File: src/rtl/bcd_sub_pkg.sv
package bcd_sub_pkg;

  localparam int DIGIT_W = 4;
  localparam logic [DIGIT_W-1:0] DEC_FIX = 4'd6;

  typedef struct packed {
    logic [DIGIT_W-1:0] digit;
    logic               borrow;
  } digit_res_t;

  // One decimal digit of subtraction with borrow-in and six-correction.
  function automatic digit_res_t digit_sub(input logic [DIGIT_W-1:0] a,
                                           input logic [DIGIT_W-1:0] b,
                                           input logic               bin);
    digit_res_t         r;
    logic [DIGIT_W:0]   raw;
    raw      = {1'b0, a} - {1'b0, b} - {{DIGIT_W{1'b0}}, bin};
    r.borrow = raw[DIGIT_W];
    r.digit  = raw[DIGIT_W] ? (raw[DIGIT_W-1:0] - DEC_FIX) : raw[DIGIT_W-1:0];
    return r;
  endfunction

  // Sticky zero: a nonzero result clears, a zero result keeps the old flag.
  function automatic logic sticky_zero(input logic is_zero, input logic z_prev);
    return is_zero ? z_prev : 1'b0;
  endfunction

endpackage

File: src/rtl/bcd_digit_sub.sv
module bcd_digit_sub
  import bcd_sub_pkg::*;
(
  input  logic [DIGIT_W-1:0] a_dig,
  input  logic [DIGIT_W-1:0] b_dig,
  input  logic               borrow_in,
  output logic [DIGIT_W-1:0] d_dig,
  output logic               borrow_out
);
  digit_res_t res;

  always_comb begin
    res        = digit_sub(a_dig, b_dig, borrow_in);
    d_dig      = res.digit;
    borrow_out = res.borrow;
  end
endmodule

File: src/rtl/bcd_borrow_chain.sv
module bcd_borrow_chain
  import bcd_sub_pkg::*;
#(
  parameter  int DIGITS = 2,
  localparam int W      = DIGITS * DIGIT_W
) (
  input  logic [W-1:0]    minuend,
  input  logic [W-1:0]    subtrahend,
  input  logic            ext_in,
  output logic [W-1:0]    diff,
  output logic [DIGITS:0] borrow_vec
);
  assign borrow_vec[0] = ext_in;

  for (genvar i = 0; i < DIGITS; i++) begin : g_digit
    bcd_digit_sub u_dig (
      .a_dig      (minuend   [i*DIGIT_W +: DIGIT_W]),
      .b_dig      (subtrahend[i*DIGIT_W +: DIGIT_W]),
      .borrow_in  (borrow_vec[i]),
      .d_dig      (diff      [i*DIGIT_W +: DIGIT_W]),
      .borrow_out (borrow_vec[i+1])
    );
  end
endmodule

File: src/rtl/bcd_flag_unit.sv
module bcd_flag_unit
  import bcd_sub_pkg::*;
#(
  parameter int W = 8
) (
  input  logic [W-1:0] diff,
  input  logic         top_borrow,
  input  logic         z_prev,
  output logic         res_zero,
  output logic         z_next,
  output logic         c_next,
  output logic         x_next
);
  always_comb begin
    res_zero = ~|diff;
    z_next   = sticky_zero(res_zero, z_prev);
    c_next   = top_borrow;
    x_next   = top_borrow;
  end
endmodule

File: src/rtl/bcd_byte_sub.sv
module bcd_byte_sub
  import bcd_sub_pkg::*;
#(
  parameter  int DIGITS = 2,
  localparam int W      = DIGITS * DIGIT_W
) (
  input  logic         clk,
  input  logic         rst,
  input  logic         start,
  input  logic [W-1:0] dst_byte,
  input  logic [W-1:0] src_byte,
  input  logic         x_in,
  input  logic         z_in,
  output logic [W-1:0] diff_out,
  output logic         x_out,
  output logic         c_out,
  output logic         z_out,
  output logic         n_out,
  output logic         v_out,
  output logic         done
);
  // Named internal events, visible to the bound checker.
  logic [W-1:0]    diff_w;
  logic [DIGITS:0] chain_borrow;
  logic            top_borrow;
  logic            res_zero;
  logic            z_next, c_next, x_next;

  bcd_borrow_chain #(.DIGITS(DIGITS)) u_chain (
    .minuend    (dst_byte),
    .subtrahend (src_byte),
    .ext_in     (x_in),
    .diff       (diff_w),
    .borrow_vec (chain_borrow)
  );

  assign top_borrow = chain_borrow[DIGITS];

  bcd_flag_unit #(.W(W)) u_flags (
    .diff       (diff_w),
    .top_borrow (top_borrow),
    .z_prev     (z_in),
    .res_zero   (res_zero),
    .z_next     (z_next),
    .c_next     (c_next),
    .x_next     (x_next)
  );

  always_ff @(posedge clk) begin
    if (rst) begin
      diff_out <= '0;
      x_out    <= 1'b0;
      c_out    <= 1'b0;
      z_out    <= 1'b0;
      done     <= 1'b0;
    end else begin
      done <= start;
      if (start) begin
        diff_out <= diff_w;
        x_out    <= x_next;
        c_out    <= c_next;
        z_out    <= z_next;
      end
    end
  end

  // Flags left undefined by the operation are driven low for determinism.
  assign n_out = 1'b0;
  assign v_out = 1'b0;

endmodule

File: config.mk
export PLATFORM = sky130hd
export DESIGN_NAME = bcd_byte_sub
export DESIGN_NICKNAME = d
export VERILOG_FILES = /design/src/rtl/bcd_sub_pkg.sv /design/src/rtl/bcd_digit_sub.sv /design/src/rtl/bcd_borrow_chain.sv /design/src/rtl/bcd_flag_unit.sv /design/src/rtl/bcd_byte_sub.sv
export SDC_FILE = /design/constraint.sdc
export NUM_CORES = 1
export LEC_CHECK = 0
export BUFFER_PORTS_ARGS = -buffer_cell sky130_fd_sc_hd__buf_4
export CORE_MARGIN = 2
export CORE_UTILIZATION = 30
export CTS_CLUSTER_DIAMETER = 150
export DETAILED_ROUTE_END_ITERATION = 7
export SKIP_LAST_GASP = 1
export SYNTH_ARGS = -nofsm -noshare
export SYNTH_HDL_FRONTEND = slang
export SYNTH_SLANG_ARGS = --single-unit
export TNS_END_PERCENT = 20
File: constraint.sdc
create_clock -name clk -period 5.1 [get_ports clk]
set_input_delay 0.255 -clock clk [delete_from_list [all_inputs] [get_ports clk]]
set_output_delay 0.255 -clock clk [all_outputs]
set_load 0.03 [all_outputs]
Word-level counts from Yosys, hierarchy flattened

Index checks and enable logic that the tools add are counted.

Bits of input ports: 21
Logic and storage cells: 14
Flip-flop bits (word level): 11

Reduce and logical (&&, ||, !) cells: 1
Add/sub/neg operators: 6
Muxes and demuxes: 3

Operator list:

| kind                                                               | count |
|---|---|
| 4-bit by 4-bit subtractor with 5-bit output                        | 2 |
| 5-bit by 1-bit subtractor with 5-bit output                        | 2 |
| 4-bit 2-to-1 mux                                                   | 2 |
| 8-bit OR reduction                                                 | 1 |
| 4-bit by 3-bit subtractor with 4-bit output, second input constant | 2 |
| 1-bit 2-to-1 mux                                                   | 1 |

Depth between registers and ports, before layout

Gate-level depths: netlist (run 1).

Depth in word-level cells: 7
Depth in mapped cells: 19
Gate-level depth less buffers: 19

Hierarchy

A second synthesis (run 1) with hierarchy kept.

Cell total of the unflattened synthesis: 113
Area total of the unflattened synthesis: 1042.2 µm²

Modules (own cells, without submodules):

| module           | cells an instance | area each (µm²) | instances | seq. area each (µm²) |
|---|---|---|---|---|
| bcd_digit_sub    | 33                | 280.3           | 2         | 0.0 |
| bcd_byte_sub     | 40                | 432.9           | 1         | 240.2 |
| bcd_flag_unit    | 6                 | 41.3            | 1         | 0.0 |
| bcd_borrow_chain | 1                 | 7.5             | 1         | 0.0 |

Worst setup path after synthesis (run 1)

No wires, ideal clock.

Kind: input-to-reg
Start: input port src_byte[0]
End: register z_out
Required time: 5031 ps
Slack: 1158 ps
Setup time: 69 ps
Data arrival time: 3873 ps
Cell stages on the path: 18
Buffers on the path: 0
Cell sequence: inv_1 > fa_1 > fa_1 > and2b_1 > a2bb2oi_1 > nand2_1 > fa_1 > inv_1 > ha_1 > nor2_1 > fa_1 > xnor2_1 > ha_1 > a21oi_1 > o22ai_1 > a21oi_1 > nand3b_1 > o21ai_1

Longest elaborated chain between the ends: 7

Ends and longest elaborated chain:

| item                                            | line                | RTL |
|---|---|---|
| start, declared                                 | bcd_byte_sub.sv:11  | `input logic [W-1:0] src_byte,` |
| 4-bit by 4-bit subtractor with 5-bit output (*) | bcd_sub_pkg.sv:17   | `raw = {1'b0, a} - {1'b0, b} - {{DIGIT_W{1'b0}}, bin};` |
| 5-bit by 1-bit subtractor with 5-bit output (*) | bcd_sub_pkg.sv:17   |  |
| 5-bit by 1-bit subtractor with 5-bit output     | bcd_sub_pkg.sv:17   |  |
| 4-bit by 3-bit subtractor with 4-bit output     | bcd_sub_pkg.sv:19   | `r.digit = raw[DIGIT_W] ? (raw[DIGIT_W-1:0] - DEC_FIX) : raw[DIGIT_W-1:0];` |
| 4-bit 2-to-1 mux                                | bcd_sub_pkg.sv:19   |  |
| 8-bit OR reduction (*)                          | bcd_flag_unit.sv:15 | `res_zero = ~\|diff;` |
| 1-bit 2-to-1 mux (*)                            | bcd_sub_pkg.sv:25   | `return is_zero ? z_prev : 1'b0;` |
| end signal, assigned                            | bcd_byte_sub.sv:62  | `z_out <= z_next;` |
| end, declared                                   | bcd_byte_sub.sv:17  | `output logic z_out,` |

Mark *: on every way between the ends. The rest lies on a longest branch, timed or not.
A chain may end at the register's enable or synchronous reset.

Final worst setup path (run 1)

Start: input port dst_byte[0]
End: register z_out

Longest elaborated chain between the ends: 7

Ends and longest elaborated chain:

| item                                            | line                | RTL |
|---|---|---|
| start, declared                                 | bcd_byte_sub.sv:10  | `input logic [W-1:0] dst_byte,` |
| 4-bit by 4-bit subtractor with 5-bit output (*) | bcd_sub_pkg.sv:17   |  |
| 5-bit by 1-bit subtractor with 5-bit output (*) | bcd_sub_pkg.sv:17   |  |
| 5-bit by 1-bit subtractor with 5-bit output     | bcd_sub_pkg.sv:17   |  |
| 4-bit by 3-bit subtractor with 4-bit output     | bcd_sub_pkg.sv:19   |  |
| 4-bit 2-to-1 mux                                | bcd_sub_pkg.sv:19   |  |
| 8-bit OR reduction (*)                          | bcd_flag_unit.sv:15 |  |
| 1-bit 2-to-1 mux (*)                            | bcd_sub_pkg.sv:25   |  |

Marks and branches as above.

==> flow_metrics.env, run 1 <==
export IMPL_io_pins=35
export IMPL_async_flop_share_pct=0
export IMPL_postCtsSetupBuffers=0
export IMPL_timing_setup_tns_ps=0
export IMPL_worst_path_max_fanout=5
export IMPL_status="finished clean"
export IMPL_syn_area_per_cell_sq_um=8.32
export IMPL_synthToLayoutAreaGrowth_pct=26.9
export IMPL_final_core_util_pct=40.2
export IMPL_rsz0062_at_grt="false"
export IMPL_drcViolationCount=0
export IMPL_crit_chain="buf_4 > fa_1 > fa_1 > and2b_1 > a2bb2oi_1 > nand2_1 > fa_1 > inv_1 > ha_1 > nor2_1 > fa_1 > xnor2_1 > ha_1 > a21oi_1 > o22ai_1 > a21oi_1 > nand3b_1 > o21ai_1"
export IMPL_synth_area_sq_um=1070
export IMPL_peakVddDrop_mv=0.0702
export IMPL_ys_seq_area_share_pct=20.5
export IMPL_crit_top_cell="fa_1"
export IMPL_yosys_warnings=0
export IMPL_power_w=0.000390
export IMPL_postLayoutCellArea_sq_um=1360
export IMPL_drv_cap=0
export IMPL_cts_made_buffers=3
export IMPL_p_seq_share_pct=26.4
export IMPL_hold_buffers=0
export IMPL_clkTransAtPathRegs_ps=70
export IMPL_hpwl_mm=1.81
export IMPL_powerDensity_nw_per_um2=286
export IMPL_crit_slowest_cell="fa_1"
export IMPL_die_h_um=63.8
export IMPL_placed_area_sq_um=1340
export IMPL_grt_max_degree=20
export IMPL_worstPathArrival_ps=4220
export IMPL_grt_use_total_pct=10.5
export IMPL_synth_seq_cells=11
export IMPL_io_buffers=32
export IMPL_instances_no_fill=205
export IMPL_grt_pass1_wl_mm=3.56
export IMPL_worstSkewPairLatency_ps=270
export IMPL_setup_viol=0
export IMPL_ant_nets=0
export IMPL_switching_share_pct=41.0
export IMPL_start_util_pct=31.7
export IMPL_route_detailed_wl_per_inst_um=10.1
export IMPL_p_sw_w=0.000160
export IMPL_viasPerCell=4.55
export IMPL_p_comb_share_pct=58.3
export IMPL_post_route_period_util_pct=78.7
export IMPL_synth_ff_type="dfxtp_1"
export IMPL_synthCells=129
export IMPL_clkPwrFrac_pct=15.3
export IMPL_cts_root_buf="clkbuf_4"
export IMPL_num_vias=933
export IMPL_grt_ovfl_total=0
export IMPL_rows=21
export IMPL_worst_setup_path_type="input port to register"
export IMPL_die_x_um=63.8
export IMPL_ctsHtreeMaxLevel=1
export IMPL_cts_sinks=11
export IMPL_worstSetupEndpointType="register"
export IMPL_cp_required_ps=5310
export IMPL_synth_edff_count=0
export IMPL_hold_path_class="input port to register"
export IMPL_drive_above_1_share_pct=25.2
export IMPL_multi_input_area_sq_um=743
export IMPL_cts_buffer_depth=2
export IMPL_drtIter0Drc=45
export IMPL_p_int_w=0.000230
export IMPL_cts_resized=0
export IMPL_antenna_found_initial=0
export IMPL_dr_pass1_iters=2
export IMPL_skew_ps=0
export IMPL_worstSetupStartpointType="input port"
export IMPL_fp_dieArea_sq_um=4070
export IMPL_first_global_vias=864
export IMPL_slew_violations=0
export IMPL_hold_viol_final=0
export IMPL_cpPeakStageDelay_ps=470
export IMPL_period_minus_slack_ps=4020
export IMPL_diodes=0
export IMPL_nFillCells=353
export IMPL_routabilityCongestion=0.740
export IMPL_max_freq_mhz=249
export IMPL_core_sq_um=3390
export IMPL_seq_area_sq_um=220
export IMPL_yosysUniqueCellTypes=35
export IMPL_nNetsFinal=199
export IMPL_wl_mm=2.07
export IMPL_p_leak_nw=0.664
export IMPL_dpl_cell_count=201
export IMPL_cts_tree="done"
## cells in the mapped netlist, types with 2 or more instances
cell      instances  area, sq um
a211oi_1          8         60.1
a21oi_1           8         40.0
buf_4             3         22.5
clkbuf_1          2         7.51
dfxtp_1          11          220
fa_1              4         80.1
ha_1             14          175
inv_1            20         75.1
nand2_1           3         11.3
nand3b_1          4         30.0
nor2_1           15         56.3
nor2b_1           2         12.5
nor3b_1           2         15.0
o21ai_0           3         15.0
o21ai_1           2         10.0
o22ai_1           2         12.5
xnor2_1           5         43.8
xor2_1            4         35.0
## kinds of logic after synthesis
kind of cell    share of synthesized area (%)
xor+xnor                                 8.86
simple gates                             16.9
buf+inv                                  10.6
mux                                     0.932
other cells                             0.349
compound gates                           18.1
fa+ha+maj                                23.8
flops                                    20.5
## layout by cell type, fill, tap and decap left out, types with 3 or more instances in the layout
cell / n
buf_4: 32
xor2_1: 4
nor2_1: 15
nand2_1: 3
dfxtp_1: 11
a211oi_1: 8
ha_1: 14
o21ai_0: 3
nand3b_1: 4
inv_1: 20
xnor2_1: 5
clkbuf_4: 3
fa_1: 4
a21oi_1: 8
## area by class of cell
| class | instances | share of cell area [%] |
|---|---|---|
| well taps | 46 | 4.22 |
| flip-flops and latches | 11 | 16.2 |
| multi-input cells | 92 | 54.5 |
| inverters | 20 | 5.51 |
| clock buffers | 4 | 1.93 |
| repair buffers | 32 | 17.6 |
## power by group through the flow
stage | Sequential (W) | Combinational [W] | Clock (W)
after floorplan | 0.000126 | 0.000150 | 0
final | 0.000103 | 0.000227 | 0.0000596
after global placement | 0.000104 | 0.000222 | 0
after CTS | 0.000103 | 0.000229 | 0.0000603
after global routing | 0.000104 | 0.000255 | 0.0000654
after detailed placement | 0.000105 | 0.000229 | 0
## path summary, 6_finish.rpt
kind | from | endpoint | slack (ps) | depth (start not counted)
max | dst_byte[0] | z_out$_SDFFE_PP0P_ | 1080 | 18
min | rst | diff_out[5]$_SDFFE_PP0P_ | 240 | 2
max reg2reg | z_out$_SDFFE_PP0P_ | z_out$_SDFFE_PP0P_ | 4180 | 2
min reg2reg | diff_out[3]$_SDFFE_PP0P_ | diff_out[3]$_SDFFE_PP0P_ | 490 | 2
## critical path: cells and delay by family
family                     cells  cell delay, ps
AOI/OAI and AO/OA              5             780
and+or+nand+nor                4             540
xor gates and xnor gates       1             160
buffers and inverters          2             180
adders and majority gates      6            2290
## stage by stage
step	hold WS, ps	setup WS, ps
2_1_floorplan	334	1160
3_3_place_gp	475	913
3_5_place_dp	482	780
4_1_cts	234	1060
5_1_grt	243	788
6_report	235	1080
## per-layer routing
metal | part of all wire (%) | track usage, % | up-vias
met5 | 0 | 0 | -
met4 | 0.58 | 3.26 | 0
met3 | 5.1 | 1.58 | 2
met2 | 47 | 17.8 | 26
met1 | 47 | 13.5 | 413
li1 | - | - | 492
## registers in the layout, summed over array words and instances (netlist names)
signal,count
z_out,1
diff_out,8
c_out,1
done,1
No activity file was read; power rests on OpenSTA's default activity.
==> inputs of run 2 (changes only) <==
--- a/config.mk
+++ b/config.mk
@@ -5,6 +5,7 @@
 export SDC_FILE = /design/constraint.sdc
 export NUM_CORES = 1
 export LEC_CHECK = 0
+export ABC_AREA = 1
 export BUFFER_PORTS_ARGS = -buffer_cell sky130_fd_sc_hd__buf_4
 export CORE_MARGIN = 2
 export CORE_UTILIZATION = 30
==> constraint.sdc (replaced) <==
create_clock -name clk -period 4.15 [get_ports clk]
set_input_delay 0.2075 -clock clk [delete_from_list [all_inputs] [get_ports clk]]
set_output_delay 0.2075 -clock clk [all_outputs]
set_load 0.03 [all_outputs]
==> flow_metrics.env, run 2 <==
export IMPL_antenna_found_initial=0
export IMPL_worstPathArrival_ps=3770
export IMPL_peakVddDrop_mv=0.144
export IMPL_powerDensity_nw_per_um2=332
export IMPL_syn_area_per_cell_sq_um=6.56
export IMPL_grt_use_met3_pct=0.521
export IMPL_grt_ovfl_total=0
export IMPL_hold_buffers=0
export IMPL_cts_made_buffers=3
export IMPL_die_h_um=64.8
export IMPL_cts_resized=0
export IMPL_postCtsSetupBuffers=0
export IMPL_synth_seq_cells=11
export IMPL_largest_reg_flops=8
export IMPL_crit_top_cell="nand2_1"
export IMPL_synthToLayoutAreaGrowth_pct=28.4
export IMPL_layout_common_cells="inv_1, buf_4, nand2_1, nor2_1, ha_1"
export IMPL_drcViolationCount=0
export IMPL_routabilityCongestion=0.764
export IMPL_worstSkewPairLatency_ps=230
export IMPL_nNetsFinal=241
export IMPL_grt_max_degree=13
export IMPL_drv_cap=0
export IMPL_skew_ps=0
export IMPL_cts_sinks=11
export IMPL_viasPerCell=4.00
export IMPL_post_route_period_util_pct=86.6
export IMPL_reg2reg_slack_ps=3350
export IMPL_ant_nets=0
export IMPL_rsz0062_at_grt="false"
export IMPL_p_leak_nw=0.867
export IMPL_route_detailed_wl_per_inst_um=7.88
export IMPL_synth_edff_count=0
export IMPL_die_x_um=64.8
export IMPL_grt_pass1_wl_mm=3.50
export IMPL_drtIter0Drc=36
export IMPL_cts_buffer_depth=2
export IMPL_worstSetupEndpointType="register"
export IMPL_core_sq_um=3610
export IMPL_cp_required_ps=4320
export IMPL_instances_no_fill=249
export IMPL_dpl_cell_count=245
export IMPL_holdWs_ps=207
export IMPL_async_flop_share_pct=0
export IMPL_wl_mm=1.96
export IMPL_io_pins=35
export IMPL_synth_common_cells="inv_1, nand2_1, nor2_1"
export IMPL_yosysUniqueCellTypes=21
export IMPL_ys_top_cells_by_area="dfxtp_1, ha_1, inv_1, nand2_1, nor2_1"
export IMPL_hold_depth=2
export IMPL_max_freq_mhz=278
export IMPL_cts_root_buf="clkbuf_8"
export IMPL_synthCells=169
export IMPL_crit_chain="buf_4 > fa_1 > fa_1 > inv_1 > nand2_1 > nand2_1 > nand2_1 > nand2_2 > nand2_2 > fa_1 > ha_1 > inv_1 > nand2_1 > inv_1 > fa_1 > xnor2_1 > ha_1 > nand3b_1 > nand2_1 > nand2_1 > nor2_1 > nand3_1 > a21oi_2"
export IMPL_status="finished clean"
export IMPL_yosys_warnings=0
export IMPL_io_buffers=32
export IMPL_synth_area_sq_um=1110
export IMPL_diodes=0
export IMPL_period_minus_slack_ps=3590
export IMPL_setup_viol=0
export IMPL_yosysMostFrequentCell="inv_1"
export IMPL_start_util_pct=30.7
export IMPL_synth_area_leader_cell="dfxtp_1"
export IMPL_worstSetupStartpointType="input port"
export IMPL_clkTransAtPathRegs_ps=50
export IMPL_cts_tree="done"
export IMPL_worst_path_max_fanout=3
export IMPL_dr_pass1_iters=5
export IMPL_drive_above_1_share_pct=21.9
export IMPL_crit_slowest_cell="fa_1"
export IMPL_num_vias=996
export IMPL_holdCritStartpoint="rst"
export IMPL_first_global_vias=915
export IMPL_regMostFlops="diff_out"
export IMPL_rows=22
export IMPL_hpwl_mm=1.72
export IMPL_use_met1_pct=12.2
export IMPL_fp_dieArea_sq_um=4200
export IMPL_r2r_cells=3
export IMPL_use_met2_pct=18.9
export IMPL_hold_path_class="input port to register"
export IMPL_cpPeakStageDelay_ps=510
export IMPL_top_usage_layer="met2"
export IMPL_worst_setup_path_type="input port to register"
export IMPL_worstSetupStartpoint="dst_byte[0]"
export IMPL_grt_use_total_pct=10.4
export IMPL_timing_setup_tns_ps=0
export IMPL_hold_viol_final=0
export IMPL_synth_top_cell_area_share_pct=19.9
export IMPL_ys_seq_area_share_pct=19.9
export IMPL_r2r_start="diff_out[0]$_SDFFE_PP0P_"
export IMPL_slew_violations=0
export IMPL_synth_ff_type="dfxtp_1"
export IMPL_ctsHtreeMaxLevel=1
export IMPL_final_common_cell="inv_1"
run 2: cell count changes in the layout (fill, tap and decap cells not counted), moves of 3 or more:
cell,before,now
a211oi_1,8,0
a21oi_1,8,0
clkbuf_4,3,0
clkbuf_8,0,3
inv_1,20,44
nand2_1,3,31
nand2_2,0,6
nand3_1,0,11
nor2_1,15,22
o21ai_0,3,7
xnor2_1,5,1
run 2: final timing paths:
check,end
max,z_out$_SDFFE_PP0P_
min,z_out$_SDFFE_PP0P_
max reg2reg,diff_out[0]$_SDFFE_PP0P_
min reg2reg,z_out$_SDFFE_PP0P_
run 2: critical path: cells and delay by family:
kind | cells | cell delay, ps
adders and majority gates | 6 | 2130
and+or+nand+nor | 11 | 910
buffers and inverters | 4 | 250
xor gates and xnor gates | 1 | 160
AOI/OAI and AO/OA | 1 | 110
run 2: cells by family after synthesis:
group                      count (synthesis)  share of synthesized area, %
buffers and inverters                     49                          17.9
AOI/OAI and AO/OA                         10                          5.53
and+or+nand+nor                           77                          30.9
xor gates and xnor gates                   3                          2.37
adders and majority gates                 18                          23.0
other                                      1                         0.338
DFF                                       11                          19.9
run 2: final cells by class:
| type | count | area [sq um] |
|---|---|---|
| timing repair buffer | 32 | 240 |
| inverter | 44 | 165 |
| clock buffer | 4 | 45.0 |
| tap | 48 | 60.1 |
| sequential | 11 | 220 |
| fill | 399 | 2180 |
| multi-input combinational | 110 | 693 |
run 2: power by group:
| part | internal, W | switching (W) | leakage [nW] |
|---|---|---|---|
| Combinational | 0.000100 | 0.000143 | 0.753 |
| Sequential | 0.000118 | 0.00000608 | 0.0912 |
| Clock | 0.0000673 | 0.0000385 | 0.0228 |
run 2: through the flow:
stage / cell area [sq um] / util, % / power [W] / setup slack, ps
2_1_floorplan: 1110 / - / 0.000307 / 623
3_3_place_gp: 1380 / 38.2 / 0.000369 / 351
3_5_place_dp: 1380 / 38.2 / 0.000372 / 280
4_1_cts: 1420 / 39.5 / 0.000480 / 526
5_1_grt: 1420 / 39.5 / 0.000525 / 207
6_report: 1420 / 39.5 / 0.000472 / 558
run 2: metal layers:
metal / vias up / part of all wire [%]
met3: 4 / 3.3
met5: - / 0
met4: 0 / 2.4
met1: 411 / 45
li1: 559 / -
met2: 22 / 50
==> inputs of run 3 (changes only) <==
--- a/config.mk
+++ b/config.mk
@@ -9,8 +9,8 @@
 export BUFFER_PORTS_ARGS = -buffer_cell sky130_fd_sc_hd__buf_4
 export CORE_MARGIN = 2
 export CORE_UTILIZATION = 30
-export CTS_CLUSTER_DIAMETER = 150
 export DETAILED_ROUTE_END_ITERATION = 7
+export PLACE_DENSITY = 0.57
 export SKIP_LAST_GASP = 1
 export SYNTH_ARGS = -nofsm -noshare
 export SYNTH_HDL_FRONTEND = slang
==> flow_metrics.env, run 3 (synthesis gave the netlist of run 2 again) <==
export IMPL_path_buf_inv=5
export IMPL_io_buffers=32
export IMPL_worst_path_max_fanout=3
export IMPL_hold_path_class="input port to register"
export IMPL_instances_no_fill=249
export IMPL_ctsHtreeMaxLevel=1
export IMPL_postLayoutCellArea_sq_um=1420
export IMPL_route_detailed_wl_per_inst_um=7.76
export IMPL_hold_viol_final=0
export IMPL_skew_ps=0
export IMPL_period_minus_slack_ps=3620
export IMPL_ant_nets=0
export IMPL_drcViolationCount=0
export IMPL_max_freq_mhz=276
export IMPL_powerDensity_nw_per_um2=331
export IMPL_worstPathArrival_ps=3790
export IMPL_drive_above_1_share_pct=21.9
export IMPL_final_common_cell="inv_1"
export IMPL_cts_root_buf="clkbuf_8"
export IMPL_wl_mm=1.93
export IMPL_drtIter0Drc=30
export IMPL_grt_max_degree=13
export IMPL_postCtsSetupBuffers=0
export IMPL_rows=22
export IMPL_hpwl_mm=1.73
export IMPL_grt_use_total_pct=9.78
export IMPL_dr_pass1_iters=4
export IMPL_cts_buffer_depth=2
export IMPL_num_vias=1005
export IMPL_crit_chain="buf_4 > fa_1 > fa_1 > inv_1 > nand2_1 > nand2_1 > nand2_1 > nand2_2 > nand2_2 > fa_1 > inv_1 > ha_1 > inv_1 > nand2_1 > inv_1 > fa_1 > xnor2_1 > ha_1 > nand3b_1 > nand2_1 > nand2_1 > nor2_1 > nand3_1 > a21oi_2"
export IMPL_clkTransAtPathRegs_ps=50
export IMPL_fp_dieArea_sq_um=4200
export IMPL_grt_pass1_wl_mm=3.41
export IMPL_cp_required_ps=4320
export IMPL_setup_ws_ps=528
export IMPL_placed_area_sq_um=1380
export IMPL_cts_resized=0
export IMPL_p_leak_nw=0.867
export IMPL_die_x_um=64.8
export IMPL_core_sq_um=3610
export IMPL_cpPeakStageDelay_ps=460
export IMPL_timing_setup_tns_ps=0
export IMPL_cts_sinks=11
export IMPL_worstSkewPairLatency_ps=230
export IMPL_antenna_found_initial=0
export IMPL_cts_made_buffers=3
export IMPL_pre_cts_slack_ps=272
export IMPL_layout_common_cells="inv_1, buf_4, nand2_1, nor2_1, ha_1"
export IMPL_setup_viol=0
export IMPL_nNetsFinal=241
export IMPL_die_h_um=64.8
export IMPL_worstSetupStartpointType="input port"
export IMPL_diodes=0
export IMPL_first_global_vias=930
export IMPL_peakVddDrop_mv=0.0890
export IMPL_crit_top_cell="nand2_1"
export IMPL_final_core_util_pct=39.5
export IMPL_slew_violations=0
export IMPL_routabilityCongestion=0.795
export IMPL_worstSetupEndpointType="register"
export IMPL_rsz0062_at_grt="false"
export IMPL_drv_cap=0
export IMPL_status="finished clean"
export IMPL_start_util_pct=30.7
export IMPL_cts_tree="done"
export IMPL_largest_reg_flops=8
export IMPL_post_route_period_util_pct=87.3
export IMPL_regMostFlops="diff_out"
export IMPL_worst_setup_path_type="input port to register"
export IMPL_crit_slowest_cell="fa_1"
export IMPL_hold_buffers=0
export IMPL_grt_ovfl_total=0
export IMPL_io_pins=35
export IMPL_dpl_cell_count=245
export IMPL_viasPerCell=4.04
export IMPL_synthToLayoutAreaGrowth_pct=28.4
export IMPL_crit_family="adder cells"
run 3: path summary, 6_finish.rpt:
path	from	depth (start not counted)	slack (ps)	endpoint
max	dst_byte[0]	24	530	z_out$_SDFFE_PP0P_
min	rst	2	210	z_out$_SDFFE_PP0P_
max reg2reg	diff_out[0]$_SDFFE_PP0P_	3	3330	diff_out[0]$_SDFFE_PP0P_
min reg2reg	z_out$_SDFFE_PP0P_	2	500	z_out$_SDFFE_PP0P_
run 3: per-stage QoR:
stage	hold slack, ps	power, W
finish	209	0.000472
CTS	208	0.000479
floorplan	361	0.000307
detailed placement	457	0.000373
global placement	455	0.000370
global route	212	0.000521
run 3: per-layer routing:
metal / up-vias / global-route usage (%) / share of wire (%)
met5: - / 0 / 0
met4: 0 / 3.19 / 0
met3: 0 / 1.22 / 3.8
met2: 16 / 18.3 / 49
met1: 427 / 11.4 / 47
li1: 562 / - / -
run 3: area by class of cell:
class | count | area, sq um
Inverter | 44 | 165
Tap cell | 48 | 60.1
Fill cell | 403 | 2180
Clock buffer | 4 | 45.0
Multi-Input combinational cell | 110 | 693
Timing Repair Buffer | 32 | 240
Sequential cell | 11 | 220
run 3: power breakdown:
group	internal, W	switching [W]	leakage, nW	total (W)
Clock	0.0000673	0.0000382	0.0228	0.000105
Combinational	0.0000997	0.000143	0.753	0.000243
Sequential	0.000118	0.00000585	0.0912	0.000124
